--- src/rtl/srs_pkg.sv ---
package srs_pkg;
   localparam int STEP_CNT   = 6;
   localparam int STEP_IDX_W = 3;
   localparam int CODE_W     = 4;
   localparam int WORD_W     = 32;

   typedef struct packed {
      logic [CODE_W-1:0] code;
      logic [WORD_W-1:0] word;
   } step_t;

   typedef enum logic [1:0] {
      ST_IDLE = 2'd0,
      ST_RUN  = 2'd1,
      ST_FIN  = 2'd2
   } seq_state_t;

   // Script: clear sticky flags, bank 0, 32-bit access, reset-control address,
   // key plus reset request, then read-buffer flush.
   function automatic step_t step_at(input logic [STEP_IDX_W-1:0] idx);
      step_t s;
      case (idx)
         3'd0:    s = '{code: 4'h0, word: 32'h0000_001E};
         3'd1:    s = '{code: 4'h8, word: 32'h0000_0000};
         3'd2:    s = '{code: 4'h1, word: 32'h2300_0012};
         3'd3:    s = '{code: 4'h5, word: 32'hE000_ED0C};
         3'd4:    s = '{code: 4'hD, word: 32'h05FA_0007};
         3'd5:    s = '{code: 4'hE, word: 32'h0000_0000};
         default: s = '{code: 4'h0, word: 32'h0000_0000};
      endcase
      return s;
   endfunction
endpackage

--- src/rtl/srs_step_rom.sv ---
module srs_step_rom
   import srs_pkg::*;
#(
   parameter int REQ_W  = 4,
   parameter int DATA_W = 32
) (
   input  logic [STEP_IDX_W-1:0] idx_i,
   output logic [REQ_W-1:0]      code_o,
   output logic [DATA_W-1:0]     word_o
);
   localparam int FULL_W = CODE_W + WORD_W;

   generate
      if (REQ_W != CODE_W) begin : g_bad_req_w
         $error("srs_step_rom: REQ_W must be %0d", CODE_W);
      end
      if (DATA_W != WORD_W) begin : g_bad_data_w
         $error("srs_step_rom: DATA_W must be %0d", WORD_W);
      end
   endgenerate

   logic [FULL_W-1:0] entry;

   always_comb begin
      entry  = step_at(idx_i);
      code_o = entry[FULL_W-1 -: REQ_W];
      word_o = entry[DATA_W-1:0];
   end
endmodule

--- src/rtl/srs_ack_tracker.sv ---
module srs_ack_tracker
   import srs_pkg::*;
#(
   parameter int               ACK_W     = 3,
   parameter logic [ACK_W-1:0] ACK_OK    = 3'b001,
   parameter bit               ERR_FIRST = 1'b1
) (
   input  logic                  clk_i,
   input  logic                  rst_ni,
   input  logic                  clr_i,
   input  logic                  rec_i,
   input  logic [ACK_W-1:0]      ack_i,
   input  logic [STEP_IDX_W-1:0] idx_i,
   output logic [ACK_W-1:0]      last_ack_o,
   output logic                  err_o,
   output logic [STEP_IDX_W-1:0] err_idx_o
);
   logic bad_ack;
   logic take_idx;

   assign bad_ack = (ack_i != ACK_OK);

   generate
      if (ERR_FIRST) begin : g_first
         assign take_idx = rec_i && bad_ack && !err_o;
      end else begin : g_last
         assign take_idx = rec_i && bad_ack;
      end
   endgenerate

   always_ff @(posedge clk_i or negedge rst_ni) begin
      if (!rst_ni) begin
         last_ack_o <= '0;
         err_o      <= 1'b0;
         err_idx_o  <= '0;
      end else if (clr_i) begin
         last_ack_o <= '0;
         err_o      <= 1'b0;
         err_idx_o  <= '0;
      end else begin
         if (rec_i) last_ack_o <= ack_i;
         if (rec_i && bad_ack) err_o <= 1'b1;
         if (take_idx) err_idx_o <= idx_i;
      end
   end

   p_err_sticky_r6: assert property (@(posedge clk_i) disable iff (!rst_ni)
      err_o && !clr_i |=> err_o);
   p_bad_ack_flags_r6: assert property (@(posedge clk_i) disable iff (!rst_ni)
      rec_i && bad_ack && !clr_i |=> err_o && (last_ack_o == $past(ack_i)));
   p_clear_r9: assert property (@(posedge clk_i) disable iff (!rst_ni)
      clr_i |=> !err_o && (err_idx_o == '0) && (last_ack_o == '0));
endmodule

--- src/rtl/soft_reset_seq.sv ---
module soft_reset_seq
   import srs_pkg::*;
#(
   parameter int               REQ_W     = 4,
   parameter int               DATA_W    = 32,
   parameter int               ACK_W     = 3,
   parameter logic [ACK_W-1:0] ACK_OK    = 3'b001,
   parameter bit               ERR_FIRST = 1'b1
) (
   input  logic                  clk_i,
   input  logic                  rst_ni,
   input  logic                  start_i,
   output logic                  req_valid_o,
   output logic [REQ_W-1:0]      req_code_o,
   output logic [DATA_W-1:0]     req_wdata_o,
   input  logic                  xfer_done_i,
   input  logic [ACK_W-1:0]      xfer_ack_i,
   output logic                  busy_o,
   output logic                  seq_done_o,
   output logic [ACK_W-1:0]      last_ack_o,
   output logic                  seq_err_o,
   output logic [STEP_IDX_W-1:0] err_step_o
);
   localparam logic [STEP_IDX_W-1:0] LAST_IDX = STEP_IDX_W'(STEP_CNT - 1);

   generate
      if (ACK_W < 1) begin : g_bad_ack_w
         $error("soft_reset_seq: ACK_W must be at least 1");
      end
   endgenerate

   seq_state_t            st_q;
   logic [STEP_IDX_W-1:0] idx_q;
   logic                  launch;
   logic                  consume;

   assign launch  = (st_q == ST_IDLE) && start_i;
   assign consume = (st_q == ST_RUN) && xfer_done_i;

   always_ff @(posedge clk_i or negedge rst_ni) begin
      if (!rst_ni) begin
         st_q  <= ST_IDLE;
         idx_q <= '0;
      end else begin
         case (st_q)
            ST_IDLE: if (start_i) begin
               st_q  <= ST_RUN;
               idx_q <= '0;
            end
            ST_RUN: if (xfer_done_i) begin
               if (idx_q == LAST_IDX) st_q <= ST_FIN;
               else                   idx_q <= idx_q + 1'b1;
            end
            default: st_q <= ST_IDLE;
         endcase
      end
   end

   srs_step_rom #(.REQ_W(REQ_W), .DATA_W(DATA_W)) i_rom (
      .idx_i  (idx_q),
      .code_o (req_code_o),
      .word_o (req_wdata_o)
   );

   srs_ack_tracker #(.ACK_W(ACK_W), .ACK_OK(ACK_OK), .ERR_FIRST(ERR_FIRST)) i_trk (
      .clk_i      (clk_i),
      .rst_ni     (rst_ni),
      .clr_i      (launch),
      .rec_i      (consume),
      .ack_i      (xfer_ack_i),
      .idx_i      (idx_q),
      .last_ack_o (last_ack_o),
      .err_o      (seq_err_o),
      .err_idx_o  (err_step_o)
   );

   assign req_valid_o = (st_q == ST_RUN);
   assign busy_o      = (st_q != ST_IDLE);
   assign seq_done_o  = (st_q == ST_FIN);

   p_launch_r2: assert property (@(posedge clk_i) disable iff (!rst_ni)
      !busy_o && start_i |=> req_valid_o && (req_code_o == '0));
   p_req_hold_r4: assert property (@(posedge clk_i) disable iff (!rst_ni)
      req_valid_o && !xfer_done_i |=> req_valid_o && $stable(req_code_o) && $stable(req_wdata_o));
   p_done_pulse_r5: assert property (@(posedge clk_i) disable iff (!rst_ni)
      seq_done_o |=> !seq_done_o && !busy_o);
   p_done_follows_engine_r5: assert property (@(posedge clk_i) disable iff (!rst_ni)
      $rose(seq_done_o) |-> $past(xfer_done_i) && !req_valid_o);
   p_start_ignored_r8: assert property (@(posedge clk_i) disable iff (!rst_ni)
      req_valid_o && start_i && !xfer_done_i |=> req_valid_o && $stable(req_code_o));
endmodule

--- config.mk ---
export PLATFORM = sky130hd
export DESIGN_NAME = soft_reset_seq
export DESIGN_NICKNAME = d
export VERILOG_FILES = /design/src/rtl/srs_pkg.sv /design/src/rtl/srs_step_rom.sv /design/src/rtl/srs_ack_tracker.sv /design/src/rtl/soft_reset_seq.sv
export SDC_FILE = /design/constraint.sdc
export NUM_CORES = 1
export LEC_CHECK = 0
export ABC_AREA = 1
export BUFFER_PORTS_ARGS = -buffer_cell sky130_fd_sc_hd__buf_4
export CAP_MARGIN = 10
export CORE_MARGIN = 2
export CORE_UTILIZATION = 39
export CTS_CLUSTER_DIAMETER = 100
export DETAILED_ROUTE_END_ITERATION = 6
export PLACE_DENSITY = 0.72
export SLEW_MARGIN = 20
export SYNTH_ARGS = -nofsm -noshare
export SYNTH_HDL_FRONTEND = slang
export SYNTH_SLANG_ARGS = --single-unit
--- constraint.sdc ---
create_clock -name clk_i -period 1.3 [get_ports clk_i]
set_clock_uncertainty 0.05 [all_clocks]
set_input_delay 0.13 -clock clk_i [delete_from_list [all_inputs] [get_ports clk_i]]
set_output_delay 0.13 -clock clk_i [all_outputs]
set_load 0.01 [all_outputs]
==> flow_summary.yaml <==
status:
  status: "finished with violations"
  violations: "setup timing"
global_route:
  grt_pass1_wl_microns: 3490
  antenna_found_initial: 0
  grt_max_degree: 13
  grt_pass1_vias: 830
  grt.overflow.total: 0
  grt_usage_pct: 17.1
timing:
  min_period_ns: 1.63
  setup_slack_ns: -0.330
  setup_violations: 30
  rsz0062_at_grt: "yes"
  setup_tns_ns: -7.31
  hold_violations: 0
  fmax_ghz: 0.614
  drv_slew: 0
  post-route-period-util_pct: 125
  hold_slack_ns: 0.00622
setup_path:
  critPathArrivalTime_ns: 1.45
  crit_chain: "ha_4 > ha_4 > inv_4 > buf_4 > nand3_1 > buf_4"
  path_buf_inv: 3
  cp.required_ns: 1.12
  criticalPathCategory: "reg -> out"
  slowest_delay_ns: 0.45
  r2r-start: "idx_q[1]$_DFFE_PN0P_"
  cp_top_family: "flip-flops"
  r2r_cells: 7
  worstReg2RegEnd: "idx_q[2]$_DFFE_PN0P_"
  r2r_slack_ns: -0.06
  worstPathMaxFanout: 4
  startpoint_type: "flip-flop"
  cp_slowest_cell: "dfrtp_2"
  path_depth: 6
  endpoint_kind: "output port"
layout:
  diodes: 0
  postLayoutCellArea_sq_um: 1450
  fillers: 194
  layout-drive-gt1-share_pct: 54.4
  utilization_pct: 65.1
  final_common_cell: "buf_4"
  fin_nets: 182
  final_cell_mix: "buf_4, nand2_1, buf_6, inv_1"
  area_growth_syn_to_layout_pct: 56.2
  fin_cells: 197
cts:
  cts_sinks: 12
  tritoncts: "done"
  htreeDepth: 1
  clk_path_buf_depth: 2
  clkTransAtPathRegs_ns: 0.08
  clk_latency_ns: 0.27
  root_buffer: "clkbuf_4"
  cts_buffers: 3
routing:
  drc_errors: 0
  routed_via_density: 4.54
  wl_microns: 2230
  final_antenna_net_count: 0
  wl_per_cell_microns: 11.3
  num_vias: 894
  drtIter0Drc: 4
  dr.pass1.iters: 4
power:
  powerDensity_nw_per_um2: 2330
  ir_drop_v: 0.00141
  leakagePower_nw: 0.839
synth:
  ys_seq_area_share_pct: 32.3
  yosysWarningCount: 0
  syn-mean-instance-area_sq_um: 7.57
  synth-seq-cells: 12
  yosysTopAreaCellShare_pct: 32.3
  synth_top_area_cell: "dfrtp_1"
  synthTopCellsByArea: "dfrtp_1, buf_4, nand2_1"
  syn-cell-area_sq_um: 931
  synthCells: 123
  synth_cell_type_count: 21
flow_run:
  cap_violations: 0
hold_path:
  hold_start: "xfer_ack_i[0]"
  hold_end: "i_trk.last_ack_o[0]$_DFFE_PN0P_"
  holdPathStages: 3
  min_path_type: "in -> reg"
die:
  initial_core_util_pct: 41.7
  pin_count: 53
  chipWidth_microns: 52.9
  dieHeight_microns: 52.9
  dieArea_sq_um: 2790
  coreArea_sq_um: 2230
  fp-row-count: 17
placement:
  io_buffer_count: 43
  dp_hpwl_microns: 1560
  place_congestion: 0.752
  placed_cells: 187
  placed_area_sq_um: 1210
==> synthesized netlist by cell type <==
cell type and instances:
nand4_1 3, ha_1 5, inv_2 1, inv_1 20, o21ai_1 2, o21bai_2 1
conb_1 1, dfrtp_1 12, nor2_8 1, a21boi_1 1, nand3_2 1, clkbuf_1 1
buf_4 23, o21ai_0 5, nand2_1 25, nand2_2 3, nand2_4 1, nor3_1 1
nand3_1 10, nor2_2 2, nor2_1 4
==> per-layer routing <==
layer  global-route usage, %  wire, microns
met5                       0              0
met3                    1.69            176
met2                    31.9           1200
met4                    8.97             40
met1                    18.9            819
==> worst max-delay path by stage <==
stage,start,endpoint,slack (ns)
finish,idx_q[0]$_DFFE_PN0P_,req_code_o[2],-0.33
global route,idx_q[0]$_DFFE_PN0P_,req_code_o[2],-0.39
CTS,idx_q[0]$_DFFE_PN0P_,req_wdata_o[2],-0.35
detailed placement,idx_q[0]$_DFFE_PN0P_,req_wdata_o[2],-0.13
global placement,idx_q[0]$_DFFE_PN0P_,req_wdata_o[2],-0.08
floorplan,idx_q[0]$_DFFE_PN0P_,req_wdata_o[2],-0.008
==> registers in the layout (all words and copies together) (netlist names) <==
name and count:
i_trk.err_o 1, st_q 2, i_trk.last_ack_o 3, idx_q 3
i_trk.err_idx_o 3
==> final cells by class <==
class                      count  area [sq um]  area share, %
multi-input combinational     74           492           33.8
clock buffer                   4          36.3           2.50
sequential                    12           305           21.0
inverter                      21          83.8           5.77
tap                           28          35.0           2.41
timing repair buffer          58           502           34.5
==> worst min-delay path, cell delays in order <==
cell	delay (ns)
buf_4	0.08
nand2_1	0.04
nand2_1	0.05
==> cell families after synthesis <==
kind of cell,after synthesis,share of synthesized area [%]
AO/OA/AOI/OAI,9,5.78
adder cells (fa/ha/maj),5,6.72
buffers and inverters,45,27.4
other,1,0.403
AND/OR/NAND/NOR,51,27.4
flip-flops,12,32.3
==> report_power, final <==
group	switching (mW)	internal [mW]
clock network	0.129	0.170
registers	0.152	0.528
logic	1.18	1.22
==> metrics by stage <==
stage               total power, mW  worst slack (ns)
global placement               2.54           -0.0764
floorplan                      1.78          -0.00778
global route                   3.66            -0.391
finish                         3.39            -0.330
detailed placement             2.59            -0.130
CTS                            3.15            -0.348
==> timing repair <==
action,CTS,global route
pin swaps,6,3
buffers inserted,4,1
hold buffers,1,0
endpoints found under the hold margin,12,0
gates resized for setup,21,25
endpoints found under the setup margin,32,34
No activity file was read; power rests on OpenSTA's default activity.
